==> src/rtl/stat_pkg.sv <==
package stat_pkg;
    localparam int unsigned CMD_W      = 8;
    localparam int unsigned PWR_W      = 5;
    localparam logic [CMD_W-1:0] CODE_STATUS_RD = 8'h61;
    localparam logic [CMD_W-1:0] CODE_GEN_RESET = 8'h01;

    typedef struct packed {
        logic pwr_rdy;
        logic store_done;
        logic play_done;
    } flags_t;
endpackage

==> src/rtl/stat_cmd_dec.sv <==
module stat_cmd_dec
    import stat_pkg::*;
#(
    parameter int unsigned             W       = CMD_W,
    parameter logic [W-1:0]            RD_CODE = CODE_STATUS_RD,
    parameter logic [W-1:0]            GR_CODE = CODE_GEN_RESET
) (
    input  logic         cmd_wr,
    input  logic [W-1:0] cmd_code,
    output logic         rd_stb,
    output logic         grst_stb
);
    always_comb begin
        rd_stb   = cmd_wr && (cmd_code == RD_CODE);
        grst_stb = cmd_wr && (cmd_code == GR_CODE);
    end
endmodule

==> src/rtl/stat_flag_bank.sv <==
module stat_flag_bank
    import stat_pkg::*;
#(
    parameter int unsigned PW = PWR_W
) (
    input  logic          clk,
    input  logic          rst_n,
    input  logic          ev_pwr,
    input  logic          ev_store,
    input  logic          ev_play,
    input  logic [PW-1:0] pwr_val,
    input  logic          rd_stb,
    input  logic          grst_stb,
    input  logic          store_load,
    input  logic          play_load,
    output flags_t        flags_o,
    output logic [PW-1:0] power_o,
    output logic          pend_o
);
    typedef struct packed {
        flags_t        flags;
        logic [PW-1:0] power;
        logic          pend;
    } bank_t;

    bank_t st_d, st_q;
    logic  any_ev;

    always_comb begin
        st_d   = st_q;
        any_ev = ev_pwr || ev_store || ev_play;

        if (ev_pwr)                      st_d.flags.pwr_rdy = 1'b1;
        else if (rd_stb || grst_stb)     st_d.flags.pwr_rdy = 1'b0;

        if (ev_store)                    st_d.flags.store_done = 1'b1;
        else if (store_load || grst_stb) st_d.flags.store_done = 1'b0;

        if (ev_play)                     st_d.flags.play_done = 1'b1;
        else if (play_load || grst_stb)  st_d.flags.play_done = 1'b0;

        if (ev_pwr)                      st_d.power = pwr_val;
        else if (grst_stb)               st_d.power = '0;

        if (any_ev)                      st_d.pend = 1'b1;
        else if (rd_stb || grst_stb)     st_d.pend = 1'b0;
    end

    always_ff @(posedge clk or negedge rst_n) begin
        if (!rst_n) st_q <= '0;
        else        st_q <= st_d;
    end

    assign flags_o = st_q.flags;
    assign power_o = st_q.power;
    assign pend_o  = st_q.pend;

    assert_evt_sets_R3: assert property (@(posedge clk) disable iff (!rst_n)
        (ev_pwr || ev_store || ev_play) |=> pend_o);
    assert_pwr_capture_R2: assert property (@(posedge clk) disable iff (!rst_n)
        ev_pwr |=> (flags_o.pwr_rdy && power_o == $past(pwr_val)));
    assert_read_clears_R5: assert property (@(posedge clk) disable iff (!rst_n)
        (rd_stb && !ev_pwr && !ev_store && !ev_play) |=> (!pend_o && !flags_o.pwr_rdy));
    assert_store_hold_R6: assert property (@(posedge clk) disable iff (!rst_n)
        (!store_load && !grst_stb && flags_o.store_done) |=> flags_o.store_done);
    assert_play_clear_R7: assert property (@(posedge clk) disable iff (!rst_n)
        (play_load && !ev_play) |=> !flags_o.play_done);
    assert_grst_clear_R8: assert property (@(posedge clk) disable iff (!rst_n)
        (grst_stb && !ev_pwr && !ev_store && !ev_play) |=> (flags_o == '0 && power_o == '0));
    assert_event_wins_R9: assert property (@(posedge clk) disable iff (!rst_n)
        (rd_stb && ev_pwr) |=> (flags_o.pwr_rdy && pend_o));
endmodule

==> src/rtl/stat_irq_unit.sv <==
module stat_irq_unit
    import stat_pkg::*;
#(
    parameter int unsigned    CW      = CMD_W,
    parameter int unsigned    PW      = PWR_W,
    parameter logic [CW-1:0]  RD_CODE = CODE_STATUS_RD,
    parameter logic [CW-1:0]  GR_CODE = CODE_GEN_RESET,
    localparam int unsigned   SW      = PW + 3
) (
    input  logic          clk,
    input  logic          rst_n,
    input  logic          ev_pwr,
    input  logic          ev_store,
    input  logic          ev_play,
    input  logic [PW-1:0] pwr_val,
    input  logic          irq_en,
    input  logic          store_load,
    input  logic          play_load,
    input  logic          cmd_wr,
    input  logic [CW-1:0] cmd_code,
    output logic [SW-1:0] status_o,
    output logic [SW-1:0] rd_data_o,
    output logic          irq_o
);
    logic          rd_stb, grst_stb, pend;
    flags_t        flags;
    logic [PW-1:0] power;
    logic [SW-1:0] snap_d, snap_q;

    stat_cmd_dec #(.W(CW), .RD_CODE(RD_CODE), .GR_CODE(GR_CODE)) u_dec (
        .cmd_wr   (cmd_wr),
        .cmd_code (cmd_code),
        .rd_stb   (rd_stb),
        .grst_stb (grst_stb)
    );

    stat_flag_bank #(.PW(PW)) u_bank (
        .clk        (clk),
        .rst_n      (rst_n),
        .ev_pwr     (ev_pwr),
        .ev_store   (ev_store),
        .ev_play    (ev_play),
        .pwr_val    (pwr_val),
        .rd_stb     (rd_stb),
        .grst_stb   (grst_stb),
        .store_load (store_load),
        .play_load  (play_load),
        .flags_o    (flags),
        .power_o    (power),
        .pend_o     (pend)
    );

    always_comb begin
        status_o = {flags.pwr_rdy, flags.store_done, flags.play_done, power};
        irq_o    = pend && irq_en;
        snap_d   = rd_stb ? status_o : snap_q;
    end

    always_ff @(posedge clk or negedge rst_n) begin
        if (!rst_n) snap_q <= '0;
        else        snap_q <= snap_d;
    end

    assign rd_data_o = snap_q;

    assert_snapshot_R5: assert property (@(posedge clk) disable iff (!rst_n)
        rd_stb |=> (rd_data_o == $past(status_o)));
    assert_irq_follows_R3: assert property (@(posedge clk) disable iff (!rst_n)
        (ev_store && irq_en) |=> (irq_o || !irq_en));
    assert_mask_keeps_R4: assert property (@(posedge clk) disable iff (!rst_n)
        (!irq_en && !cmd_wr && !store_load && !play_load && !ev_pwr && !ev_store && !ev_play)
        |=> $stable(status_o));
    assert_other_code_R10: assert property (@(posedge clk) disable iff (!rst_n)
        (!rd_stb) |=> $stable(rd_data_o));
endmodule

==> config.mk <==
export PLATFORM = sky130hd
export DESIGN_NAME = stat_irq_unit
export DESIGN_NICKNAME = d
export VERILOG_FILES = /design/src/rtl/stat_pkg.sv /design/src/rtl/stat_cmd_dec.sv /design/src/rtl/stat_flag_bank.sv /design/src/rtl/stat_irq_unit.sv
export SDC_FILE = /design/constraint.sdc
export NUM_CORES = 1
export LEC_CHECK = 0
export ABC_AREA = 1
export CORE_MARGIN = 2
export CORE_UTILIZATION = 35
export CTS_CLUSTER_DIAMETER = 50
export DETAILED_ROUTE_END_ITERATION = 12
export PLACE_DENSITY_LB_ADDON = 0.3
export SLEW_MARGIN = 20
export SYNTH_ARGS = -nofsm -noshare
export SYNTH_HDL_FRONTEND = slang
export SYNTH_SLANG_ARGS = --single-unit
==> constraint.sdc <==
create_clock -name clk -period 0.8 [get_ports clk]
set_clock_uncertainty 0.2 [all_clocks]
set_input_delay 0.16 -clock clk [delete_from_list [all_inputs] [get_ports clk]]
set_output_delay 0.16 -clock clk [all_outputs]
set_load 0.01 [all_outputs]
======== Word level (Yosys, flattened, before mapping) ========
Index checks and enable logic that the tools add are counted.
W data, S select, Z words.
operators by class
  reductions and logical operators ........ 13
  multiplexer cells ....................... 9
  eq/ne operators ......................... 2
operators with widths
  cell                  number
  $mux W5               2
  $reduce_bool A2 Y1    5
  $eq A8 B1 Y1 const B  1
  $eq A8 B7 Y1 const B  1
  $mux W1               7
  $logic_or A1 B1 Y1    5
  $logic_and A1 B1 Y1   3
word-level totals
  word-level logic and storage cells ...... 30
  output and inout bits ................... 17
  input port bits ......................... 22
  flip-flop bits (word level) ............. 17

======== Depth between registers and ports, before layout ========
  depth after elaboration ................. 5
  gate-level depth with buffers ........... 7
  gate-level depth less buffers ........... 6

======== Modules after synthesis ========
From an unflattened synthesis, not the netlist that was laid out.
second synthesis, totals
  cell total of the unflattened synthesis .. 88
  area, all modules ....................... 721.9 µm²
modules (own cells, without submodules)
  module          cells each  sequential area each (µm²)  area an instance (µm²)  instances
  stat_flag_bank  41          225.2                       352.8                   1
  stat_irq_unit   36          200.2                       312.8                   1
  stat_cmd_dec    11          0.0                         56.3                    1

======== Least setup slack after synthesis ========
No wires, ideal clock.
  path kind ............................... in2reg
  from .................................... input port cmd_code[2]
  to ...................................... register u_bank.st_q, in the netlist u_bank.flags_o[2]
  path slack .............................. -282 ps
  library setup time ...................... 121 ps
  data arrival time ....................... 761 ps
  required time ........................... 479 ps
  cell stages on the path ................. 7
  path buffers ............................ 1
  cells stage by stage .................... inv_1 -> nand2_1 -> nor2_4 -> nand2_4 -> buf_6 -> nand3_1 -> nand2_1
between the ends
  word-level cells in the longest chain between the ends .. 4
  elaborated cells between the ends (all ways) .. 6
  those cells by class .................... eq/ne (2); reduce/logical (4)
RTL lines
  what                                                 line                                    RTL
  start: declaration                                   stat_irq_unit.sv:20                     input logic [CW-1:0] cmd_code,
  $eq A8 B7 Y1 / $eq A8 B1 Y1 (equally long branches)  stat_cmd_dec.sv:14, stat_cmd_dec.sv:15
  $logic_and A1 B1 Y1 (on tied branches)               stat_cmd_dec.sv:14, stat_cmd_dec.sv:15
  $logic_or A1 B1 Y1 (*)                               stat_flag_bank.sv:34                    else if (rd_stb || grst_stb) st_d.flags.pwr_rdy = 1'b0;
  $reduce_bool A2 Y1 (no source line) (*)              -
  end signal: assignment                               stat_flag_bank.sv:51                    else st_q <= st_d;
  end: declaration                                     stat_flag_bank.sv:26                    bank_t st_d, st_q;
Every way passes the cells marked *; elsewhere a longest branch is shown, timed or not.
A chain may end at the register's enable or synchronous reset.

======== Worst setup path in the final report ========
  from .................................... register u_bank.st_q, in the netlist u_bank.pend_o
  to ...................................... output port irq_o
between the ends
  word-level cells in the longest chain between the ends .. 1
RTL lines
  what                 line                 RTL
  $logic_and A1 B1 Y1  stat_irq_unit.sv:55  irq_o = pend && irq_en;
  end: declaration     stat_irq_unit.sv:23  output logic irq_o
No other way between the ends.

==> flow_metrics.tcl <==
set metrics [dict create \
    outcome "finished, violations left" \
    violations "hold timing, setup timing" \
    ys_seq_area_share_pct 55.19 \
    hold_violations 10 \
    hp-class "primary input to async pin" \
    synth_area_per_cell_um2 8.564 \
    synthCells 90 \
    ff_latch_area_um2 425.4 \
    synth_area_leader_cell "dfrtp_1" \
    maxSlewHeadroom_pct 80.78 \
    drv_cap 0 \
    worstSkewPairLatency_ns 0.30 \
    clk_pin_slew_ns 0.11 \
    top_usage_layer "met2" \
    ys_ff_latch 17 \
    cts_tree "done" \
    grt_util_met3_pct 2.632 \
    ys_warn_count 0 \
    final_antenna_net_count 0 \
    use_met1_pct 24.86 \
    syn-cell-area_um2 770.7 \
    crit_path_start_kind "flip-flop" \
    grt_pass1_wl_um 3836 \
    cts_sinks 17 \
    fill_cells 137 \
    die_h_um 50.93 \
    fmax_ghz 0.7854 \
    layout_common_cells "nand2_1, buf_6, buf_2, dfrtp_1" \
    worstPathRequired_ns 0.44 \
    tightest_slew_ns 0.2861 \
    endpoint_kind "primary output" \
    dp_hpwl_um 1451 \
    dr.pass1.iters 4 \
    gr-total-overflow 0 \
    synth_area_leaders "dfrtp_1, nand2_1, nand3_1, inv_1, nor2_4" \
    p_leak_nw 0.8510 \
    worstSetupPathType "flip-flop to primary output" \
    die_w_um 50.93 \
    drv_slew 0 \
    dr_total_vias 858 \
    grt_max_degree 18 \
    row_count 16 \
    synth.distinct_cells 13 \
    timing.final.crit_share_pct 159.1 \
    numCtsBuffers 3 \
    grtUsageMet2_pct 34.42 \
    power_mw 1.961 \
    peakVddDrop_v 0.0009387 \
    drive_above_1_share_pct 62.26 \
    fin_crit_ns 1.273 \
    via_per_inst 4.613 \
    antennaDiodeCount 0 \
    h-tree-depth 1 \
    multi_input_area_um2 450.4 \
    drt_wl_total_um 2528 \
    cts_root_buffer "clkbuf_4" \
    grt_pass1_vias 830 \
    syn_nets 112 \
    final_util_pct 77.48 \
    antenna_found_initial 0 \
    ioPinCount 39 \
    worstPathMaxFanout 2 \
    setup_violations 34 \
    wl_per_cell_um 13.59 \
    power_density_nw_per_um2 1252 \
    cts_buffer_depth 2 \
    grtUsageTotal_pct 19.53 \
    layout_commonest_cell "nand2_1" \
    drt_iter0_drc 17 \
    netlist.area_leader.share_pct 55.19 \
    whs_ns -0.009079 \
    nets 182 \
    arrival_ns 0.91 \
    syn_to_final_growth_pct 103.2 \
    gp_congestion 0.7421 \
    rsz0062_at_grt "yes" \
    drc_errors 0 \
    port_buffers 38 \
    start_util_pct 38.12 \
    core_area_um2 2022 \
    place_ws_ns -0.8687 \
    die-area_um2 2593 \
    setup_ws_ns -0.4732 \
]
cell usage after synthesis:
| cell | n |
|---|---|
| nand2_2 | 3 |
| dfrtp_1 | 17 |
| nor2_4 | 2 |
| nand3_1 | 13 |
| inv_2 | 1 |
| nand2_4 | 1 |
| nor3_1 | 1 |
| buf_6 | 1 |
| nand3_2 | 1 |
| o21ai_2 | 2 |
| nand2_1 | 33 |
| nor2_1 | 4 |
| inv_1 | 11 |
critical path: stages, from the launching register on:
cell	delay, ns
dfrtp_1	0.39
nand2_1	0.08
inv_2	0.04
buf_6	0.11
registers in the layout, summed over array words and instances, names as in the netlist:
register,cells
u_bank.flags_o,3
u_bank.power_o,5
u_bank.pend_o,1
rd_data_o,8
layout make-up:
class	instances	area share [%]
clock buffer	3	1.438
clock inverter	1	0.3195
inverter	12	4.313
multi-input combinational	62	28.75
sequential	17	27.16
tap	27	2.157
timing repair buffer	64	35.86
timing repair:
action,4_1_cts,5_1_grt
setup buffers,8,9
resized for setup,145,17
hold endpoints to repair,10,4
endpoints found under the setup margin,34,34
cloned,2,0
pin swaps,20,12
worst paths after layout:
check	from	end	slack (ns)	cells past startpoint
setup / recovery	u_bank.pend_o	irq_o	-0.47	3
hold / removal	rst_n	rd_data_o[5]	-0.009	2
setup reg to reg	u_bank.pend_o	u_bank.pend_o	-0.34	5
hold reg to reg	u_bank.flags_o[0]	rd_data_o[5]	0.35	2
max in group asynchronous	rst_n	u_bank.power_o[3]	0.28	2
min in group clk	cmd_code[5]	rd_data_o[5]	0.09	5
through the flow:
step	instances	hold WS, ns	area [um^2]	setup TNS [ns]
floorplan	90	-0.3356	815.8	-3.879
global placement	169	0.2555	1344	-21.97
detailed placement	169	0.2637	1344	-22.57
CTS	179	-0.001833	1445	-8.755
global route	186	0.0001429	1567	-10.66
finish	186	-0.009079	1567	-9.801
where the power goes:
group	leakage (nW)	switching [mW]	internal (mW)
Clock	0.0177	0.299	0.186
Combinational	0.623	0.235	0.295
Sequential	0.210	0.0373	0.909
logic make-up after synthesis:
logic type | Yosys count | synth area share, %
and+or+nand+nor | 58 | 35.23
buffers and inverters | 13 | 7.305
DFF | 17 | 55.20
AOI/OAI and AO/OA | 2 | 2.273
metal layers:
metal	vias to the layer above	part of all wire (%)	wire length [um]
li1	418	-	-
met1	416	38	967
met2	24	57	1447
met3	0	4.5	113
met4	0	0	0
met5	-	0	0
No activity file was read; power rests on OpenSTA's default activity.
